[src/rtl/nce_pkg.sv]
package nce_pkg;

  typedef enum logic [2:0] {
    M_ARRAY, M_PROG, M_ERASE, M_LOCK, M_STATUS, M_IDENT, M_QUERY, M_BUFW
  } cmd_e;

  localparam logic [1:0] RM_ARRAY  = 2'd0;
  localparam logic [1:0] RM_STATUS = 2'd1;
  localparam logic [1:0] RM_IDENT  = 2'd2;
  localparam logic [1:0] RM_QUERY  = 2'd3;

  localparam logic [7:0] CB_PROG_A = 8'h10;
  localparam logic [7:0] CB_PROG_B = 8'h40;
  localparam logic [7:0] CB_ERASE  = 8'h20;
  localparam logic [7:0] CB_CLEAR  = 8'h50;
  localparam logic [7:0] CB_LOCK   = 8'h60;
  localparam logic [7:0] CB_STAT   = 8'h70;
  localparam logic [7:0] CB_IDENT  = 8'h90;
  localparam logic [7:0] CB_QUERY  = 8'h98;
  localparam logic [7:0] CB_BUFW   = 8'hE8;
  localparam logic [7:0] CB_OK     = 8'hD0;
  localparam logic [7:0] CB_ALT_OK = 8'h01;
  localparam logic [7:0] CB_ARRAY  = 8'hFF;

  function automatic logic [2:0] acc_bytes(input logic [1:0] sz);
    case (sz)
      2'd0:    acc_bytes = 3'd1;
      2'd1:    acc_bytes = 3'd2;
      default: acc_bytes = 3'd4;
    endcase
  endfunction

endpackage

[src/rtl/nce_seq.sv]
module nce_seq
  import nce_pkg::*;
#(
  parameter int DEV_BYTES = 2,
  localparam int CNT_W = DEV_BYTES * 8
) (
  input  logic             clk,
  input  logic             rst,
  input  logic             wr_en,
  input  logic [CNT_W-1:0] cmd_data,
  input  logic             read_only,
  output cmd_e             cmd_o,
  output logic [7:0]       status_o,
  output logic             prog_we,
  output logic             erase_we
);

  cmd_e             cmd_q;
  logic [1:0]       cyc_q;
  logic [7:0]       status_q;
  logic [CNT_W-1:0] cnt_q;
  logic [7:0]       cb;
  logic [7:0]       ro_prog_err;
  logic [7:0]       ro_erase_err;

  assign cb           = cmd_data[7:0];
  assign ro_prog_err  = read_only ? 8'h10 : 8'h00;
  assign ro_erase_err = read_only ? 8'h20 : 8'h00;

  always_ff @(posedge clk) begin
    if (rst) begin
      cmd_q    <= M_ARRAY;
      cyc_q    <= 2'd0;
      status_q <= 8'h80;
      cnt_q    <= '0;
    end else if (wr_en) begin
      case (cyc_q)
        2'd0: begin
          case (cb)
            CB_PROG_A, CB_PROG_B: begin
              cmd_q <= M_PROG;
              cyc_q <= 2'd1;
            end
            CB_ERASE: begin
              cmd_q    <= M_ERASE;
              cyc_q    <= 2'd1;
              status_q <= status_q | 8'h80 | ro_erase_err;
            end
            CB_CLEAR: begin
              cmd_q    <= M_ARRAY;
              status_q <= 8'h00;
            end
            CB_LOCK: begin
              cmd_q <= M_LOCK;
              cyc_q <= 2'd1;
            end
            CB_STAT:  cmd_q <= M_STATUS;
            CB_IDENT: cmd_q <= M_IDENT;
            CB_QUERY: begin
              cmd_q <= M_QUERY;
              cyc_q <= 2'd1;
            end
            CB_BUFW: begin
              cmd_q    <= M_BUFW;
              cyc_q    <= 2'd1;
              status_q <= status_q | 8'h80;
            end
            default: cmd_q <= M_ARRAY;
          endcase
        end
        2'd1: begin
          case (cmd_q)
            M_PROG: begin
              status_q <= status_q | 8'h80 | ro_prog_err;
              cyc_q    <= 2'd0;
            end
            M_ERASE: begin
              cyc_q <= 2'd0;
              if (cb == CB_OK) status_q <= status_q | 8'h80;
              else             cmd_q    <= M_ARRAY;
            end
            M_BUFW: begin
              cnt_q <= cmd_data;
              cyc_q <= 2'd2;
            end
            M_LOCK: begin
              cyc_q <= 2'd0;
              if (cb == CB_OK || cb == CB_ALT_OK) status_q <= status_q | 8'h80;
              else                                 cmd_q    <= M_ARRAY;
            end
            M_QUERY: begin
              if (cb == CB_ARRAY) begin
                cmd_q <= M_ARRAY;
                cyc_q <= 2'd0;
              end
            end
            default: begin
              cmd_q <= M_ARRAY;
              cyc_q <= 2'd0;
            end
          endcase
        end
        2'd2: begin
          if (cmd_q == M_BUFW) begin
            status_q <= status_q | 8'h80 | ro_prog_err;
            cnt_q    <= cnt_q - 1'b1;
            if (cnt_q == '0) cyc_q <= 2'd3;
          end else begin
            cmd_q <= M_ARRAY;
            cyc_q <= 2'd0;
          end
        end
        default: begin
          cyc_q <= 2'd0;
          if (cmd_q == M_BUFW && cb == CB_OK) status_q <= status_q | 8'h80;
          else                                cmd_q    <= M_ARRAY;
        end
      endcase
    end
  end

  assign prog_we  = wr_en && !read_only &&
                    ((cyc_q == 2'd1 && cmd_q == M_PROG) ||
                     (cyc_q == 2'd2 && cmd_q == M_BUFW));
  assign erase_we = wr_en && !read_only && cyc_q == 2'd0 && cb == CB_ERASE;

  assign cmd_o    = cmd_q;
  assign status_o = status_q;


  bufw_last_chk: assert property (@(posedge clk) disable iff (rst)
    (wr_en && cyc_q == 2'd2 && cmd_q == M_BUFW && cnt_q == '0) |=> (cyc_q == 2'd3));


  bufw_stage_chk: assert property (@(posedge clk) disable iff (rst)
    (cyc_q[1]) |-> (cmd_q == M_BUFW));


  clear_all_chk: assert property (@(posedge clk) disable iff (rst)
    (wr_en && cyc_q == 2'd0 && cb == CB_CLEAR) |=> (status_q == 8'h00 && cmd_q == M_ARRAY));


  ro_prog_flag_chk: assert property (@(posedge clk) disable iff (rst)
    (wr_en && read_only && cyc_q == 2'd1 && cmd_q == M_PROG) |=> (status_q[4] && status_q[7]));


  mode_only_chk: assert property (@(posedge clk) disable iff (rst)
    (wr_en && cyc_q == 2'd0 && (cb == CB_STAT || cb == CB_IDENT)) |=> (cyc_q == 2'd0));

endmodule

[src/rtl/nce_array.sv]
module nce_array
  import nce_pkg::*;
#(
  parameter int ADDR_W     = 6,
  parameter int SECT_BYTES = 16,
  localparam int DEPTH  = 1 << ADDR_W,
  localparam int SECT_LG = $clog2(SECT_BYTES)
) (
  input  logic              clk,
  input  logic              rst,
  input  logic              prog_we,
  input  logic              erase_we,
  input  logic              read_only,
  input  logic [ADDR_W-1:0] addr,
  input  logic [1:0]        wsize,
  input  logic [31:0]       wdata,
  output logic [31:0]       rd_word
);

  logic [7:0]        mem_q [DEPTH];
  logic [ADDR_W-1:0] rel   [DEPTH];
  logic              in_sect [DEPTH];
  logic [2:0]        nbytes;

  assign nbytes = acc_bytes(wsize);

  always_comb begin
    for (int i = 0; i < DEPTH; i++) begin
      rel[i]     = ADDR_W'(i) - addr;
      in_sect[i] = (ADDR_W'(i) >> SECT_LG) == (addr >> SECT_LG);
    end
  end

  always_ff @(posedge clk) begin
    for (int i = 0; i < DEPTH; i++) begin
      if (rst)
        mem_q[i] <= 8'hFF;
      else if (erase_we && in_sect[i])
        mem_q[i] <= 8'hFF;
      else if (prog_we && rel[i] < ADDR_W'(nbytes))
        mem_q[i] <= wdata[8*rel[i][1:0] +: 8];
    end
  end

  always_comb begin
    for (int k = 0; k < 4; k++) begin
      rd_word[8*k +: 8] = (k < int'(nbytes)) ? mem_q[addr + ADDR_W'(k)] : 8'h00;
    end
  end


  ro_guard_chk: assert property (@(posedge clk) disable iff (rst)
    (prog_we || erase_we) |-> !read_only);

endmodule

[src/rtl/nce_rdfmt.sv]
module nce_rdfmt
  import nce_pkg::*;
#(
  parameter int DEV_BYTES = 2
) (
  input  logic        clk,
  input  logic        rst,
  input  logic        rd_en,
  input  cmd_e        cmd,
  input  logic [7:0]  status,
  input  logic [1:0]  wsize,
  input  logic [31:0] arr_word,
  output logic [31:0] rdata,
  output logic [1:0]  rmode
);

  logic [31:0] stat_word;
  logic [2:0]  nbytes;

  assign nbytes = acc_bytes(wsize);

  always_comb begin
    case (cmd)
      M_ARRAY: rmode = RM_ARRAY;
      M_IDENT: rmode = RM_IDENT;
      M_QUERY: rmode = RM_QUERY;
      default: rmode = RM_STATUS;
    endcase
  end

  always_comb begin
    for (int k = 0; k < 4; k++) begin
      stat_word[8*k +: 8] = ((k % DEV_BYTES) == 0 && k < int'(nbytes)) ? status : 8'h00;
    end
  end

  always_ff @(posedge clk) begin
    if (rst) begin
      rdata <= '0;
    end else if (rd_en) begin
      case (rmode)
        RM_ARRAY:  rdata <= arr_word;
        RM_STATUS: rdata <= stat_word;
        default:   rdata <= '0;
      endcase
    end
  end


  side_table_zero_chk: assert property (@(posedge clk) disable iff (rst)
    (rd_en && rmode[1]) |=> (rdata == 32'h0));

endmodule

[src/rtl/nor_cmd_engine.sv]
module nor_cmd_engine
  import nce_pkg::*;
#(
  parameter int ADDR_W     = 6,
  parameter int SECT_BYTES = 16,
  parameter int DEV_BYTES  = 2
) (
  input  logic              clk,
  input  logic              rst,
  input  logic              wr_en,
  input  logic              rd_en,
  input  logic [ADDR_W-1:0] addr,
  input  logic [1:0]        wsize,
  input  logic [31:0]       wdata,
  input  logic              read_only,
  output logic [31:0]       rdata,
  output logic [1:0]        rmode
);

  localparam int CNT_W = DEV_BYTES * 8;

  cmd_e        cmd;
  logic [7:0]  status;
  logic        prog_we;
  logic        erase_we;
  logic [31:0] arr_word;

  nce_seq #(.DEV_BYTES(DEV_BYTES)) u_seq (
    .clk      (clk),
    .rst      (rst),
    .wr_en    (wr_en),
    .cmd_data (wdata[CNT_W-1:0]),
    .read_only(read_only),
    .cmd_o    (cmd),
    .status_o (status),
    .prog_we  (prog_we),
    .erase_we (erase_we)
  );

  nce_array #(.ADDR_W(ADDR_W), .SECT_BYTES(SECT_BYTES)) u_array (
    .clk      (clk),
    .rst      (rst),
    .prog_we  (prog_we),
    .erase_we (erase_we),
    .read_only(read_only),
    .addr     (addr),
    .wsize    (wsize),
    .wdata    (wdata),
    .rd_word  (arr_word)
  );

  nce_rdfmt #(.DEV_BYTES(DEV_BYTES)) u_rdfmt (
    .clk     (clk),
    .rst     (rst),
    .rd_en   (rd_en),
    .cmd     (cmd),
    .status  (status),
    .wsize   (wsize),
    .arr_word(arr_word),
    .rdata   (rdata),
    .rmode   (rmode)
  );

endmodule

[config.mk]
export PLATFORM = sky130hd
export DESIGN_NAME = nor_cmd_engine
export DESIGN_NICKNAME = d
export VERILOG_FILES = /design/src/rtl/nce_pkg.sv /design/src/rtl/nce_seq.sv /design/src/rtl/nce_array.sv /design/src/rtl/nce_rdfmt.sv /design/src/rtl/nor_cmd_engine.sv
export SDC_FILE = /design/constraint.sdc
export NUM_CORES = 2
export LEC_CHECK = 0
export CAP_MARGIN = 20
export CORE_MARGIN = 2
export CORE_UTILIZATION = 50
export DETAILED_ROUTE_END_ITERATION = 10
export DONT_BUFFER_PORTS = 1
export PLACE_DENSITY_LB_ADDON = 0.1
export SYNTH_ARGS = -nofsm -noshare
export SYNTH_HDL_FRONTEND = slang
export SYNTH_HIERARCHICAL = 1
export SYNTH_SLANG_ARGS = --single-unit
[constraint.sdc]
create_clock -name clk -period 7.2 [get_ports clk]
set_input_delay 0.36 -clock clk [delete_from_list [all_inputs] [get_ports clk]]
set_output_delay 0.36 -clock clk [all_outputs]
set_load 0.01 [all_outputs]
==> impl_metrics.toml <==
[run_status]
status = "finished clean"

[worst_setup_path]
critPathMaxFanout = 491
crit_arrival_ps = 5260
worst_path_max_delay_cell = "buf_4"
crit_chain = "ha_1, xor2_4, buf_4, buf_4, mux4_2, nand3_1, nand3_1, a311oi_1, o32ai_1, a21oi_1, nor2_1, dlygate4sd3_1"
reg2reg_from = "u_seq/cmd_o[1]$_SDFFE_PP0P_"
crit_start = "addr[0]"
worst-endpoint-required_ps = 7700
worstReg2RegEnd = "u_array/mem_q[61][6]$_SDFFCE_PN1P_"
slowest_delay_ps = 800
worstSetupEndpoint = "u_rdfmt/rdata[9]$_SDFFE_PP0P_"
rrSetupSlack_ps = 2470
critPathKind = "in -> reg"
end_kind = "register"
startpoint_type = "input port"
reg2reg_depth = 6

[layout]
nFillCells = 6832
drive_gt1_frac = 0.270
syn2layout_area_growth_pct = 8.85
fin_nets = 3466
final_cell_mix = "890 x nand2_1, 512 x edfxtp_1, 504 x mux4_2, 130 x buf_4, 109 x mux2i_1"
instances_no_fill = 4516
final_area_um2 = 45100
final_common_cell = "nand2_1"

[synthesis]
ys_warn_count = 6
synth_top_area_share = 0.371
synth_cell_types = 97
ys_seq_elements = 568
syn_avg_cell_area_um2 = 12.0
synth-seq-area-share = 0.398
synth_cells = 3458
synth.largest_area_cell = "edfxtp_1"
synth-edff-count = 512
synth_area_leaders = "edfxtp_1 37%, mux4_2 27%, nand2_1 8.1%"
synth-main-ff-cell = "edfxtp_1"
netlist_area_um2 = 41500
synth-async-reset-ratio = 0

[clock_network]
cts_resized = 0
path_clk_slew_ps = 60
cts_max_level = 3
clock-sinks = 568
cts_root_buffer = "clkbuf_16"
insertion_delay_ps = 640
cts_tree = "done"
cts.path.max_buffers = 3
post-cts-setup-buffers = 0
holdBufCountCts = 7
cts_buffers = 69

[floorplan]
die_y_um = 292
io_pins = 79
start_util = 0.505
num_rows = 105
coreArea_um2 = 82100
die-area_um2 = 85300
die_x_um = 292

[grt]
grt_first_pass_wirelength_um = 260000
grt_pass1_vias = 32800
grt_max_degree = 492
grt_usage = 0.440
antenna_found_initial = 10
grt_overflow = 0

[drt]
drt_iter0_markers = 6283
drt_pass1_iterations = 6
routedWlPerCell_um = 41.8
drc_errors = 0
antenna_left = 0
vias = 34900
drt-vias-per-instance = 7.72
wl_um = 189000

[timing]
tightest_slew_ps = 1450
setup_viol = 0
grt_setup_unrepaired = "no"
fin_hold_ws_ps = 20.3
clock.fmax_mhz = 210
finalCriticalPeriod_ps = 4760
fin_skew_ps = 33.5
hold_viol = 0
report.final.slew_viol_count = 0
fin_tns_setup_ps = 0
slew_headroom = 0.0364
min_period_over_period = 0.661

[place]
gp_congestion = 1.06
dpl_cell_area_um2 = 42700
dp.cells = 4372
port_buffers = 0
hpwlAfterDp_um = 126000

[pwr]
vdd_ir_drop_max_v = 0.000161
p_per_area_nw_per_um2 = 196
p_leak_nw = 12.6
p_total_w = 0.00883

[job]
maxCapViolations = 0

[min_path]
hp-class = "in -> reg"
worstHoldPathCells = 4
## cell usage after synthesis (11+ instances only)
master,count
nand2_1,890
edfxtp_1,512
mux4_2,504
buf_2,115
mux2i_1,109
nor2_1,109
clkbuf_1,101
nand3_1,100
a21oi_1,88
nand2b_1,72
o21ai_0,57
dfxtp_1,56
xnor2_1,48
buf_4,47
mux2_2,42
ha_1,38
nor2b_1,37
a32oi_1,36
o21ai_1,33
a31oi_1,32
nor3_1,25
and3_1,23
a211oi_1,21
buf_1,21
nor3b_2,21
a311oi_1,20
inv_1,20
nor3_2,20
o211ai_1,19
xor2_1,19
a22oi_1,14
buf_6,13
nand3b_1,12
and2_1,11
nand4_1,11
o22ai_1,11
## critical path: cells and delay by family
kind | cells | cell delay [ps]
muxes | 1 | 430
buffers and inverters | 3 | 1870
AOI/OAI and AO/OA | 3 | 1120
and+or+nand+nor | 3 | 250
xor gates and xnor gates | 1 | 200
adders and majority gates | 1 | 570
## cells by family (layout without fill, tap and decap cells)
logic type / count (synthesis) / after routing / share of synthesized area
AOI/OAI and AO/OA: 408 / 408 / 0.0665
xor gates and xnor gates: 72 / 72 / 0.0164
adders and majority gates: 38 / 38 / 0.0115
buffers and inverters: 325 / 300 / 0.0398
DFF: 568 / 568 / 0.398
muxes: 661 / 661 / 0.315
other: 1 / 14 / 0.0000904
and+or+nand+nor: 1385 / 1385 / 0.153
## worst min-delay path by stage
| stage | start | endpoint | slack (ps) |
|---|---|---|---|
| 3_5_place_dp | rst | u_rdfmt/rdata[7]$_SDFFE_PP0P_ | 440 |
| 6_report | wdata[5] | u_seq/cnt_q[5]$_SDFFE_PP0P_ | 20 |
| 2_1_floorplan | u_seq/cnt_q[12]$_SDFFE_PP0P_ | u_seq/cnt_q[12]$_SDFFE_PP0P_ | 450 |
| 4_1_cts | wdata[2] | u_seq/cnt_q[2]$_SDFFE_PP0P_ | 0.7 |
| 5_1_grt | wdata[8] | u_seq/cnt_q[8]$_SDFFE_PP0P_ | 50 |
| 3_3_place_gp | rst | u_rdfmt/rdata[0]$_SDFFE_PP0P_ | 440 |
## layout make-up
| class | instances | area, um2 | share of cell area |
|---|---|---|---|
| clock inverters | 47 | 495 | 0.0110 |
| inverters | 26 | 100 | 0.00222 |
| flip-flops and latches | 568 | 16500 | 0.365 |
| repair buffers | 149 | 1240 | 0.0275 |
| clock buffers | 78 | 1810 | 0.0402 |
| diodes | 9 | 22.5 | 0.000499 |
| multi-input cells | 2569 | 23600 | 0.524 |
| well taps | 1070 | 1340 | 0.0297 |
## per-stage QoR
step	util	setup WS, ps
2_1_floorplan	-	2720
3_3_place_gp	0.518	2450
3_5_place_dp	0.520	2530
4_1_cts	0.549	2680
5_1_grt	0.550	2550
6_report	0.550	2440
## sequential cells by signal (all words and copies together), names as in the netlist
name	count
u_array/mem_q	512
u_rdfmt/rdata	32
u_seq/cnt_q	16
u_seq/cmd_o	3
u_seq/status_o	3
u_seq/cyc_q	2
## layer usage
layer | vias to the layer above | global-route usage | routed length [um]
li1 | 13300 | - | -
met3 | 748 | 0.202 | 33700
met5 | - | 0.00113 | 34
met2 | 3459 | 0.612 | 77400
met1 | 17400 | 0.552 | 62100
met4 | 6 | 0.285 | 15400
## power by group
part,internal [W],switching [W]
combinational,0.000446,0.00112
clock,0.00212,0.00153
sequential,0.00359,0.0000314
total,0.00616,0.00268
Power figures use the tool's default switching activity.
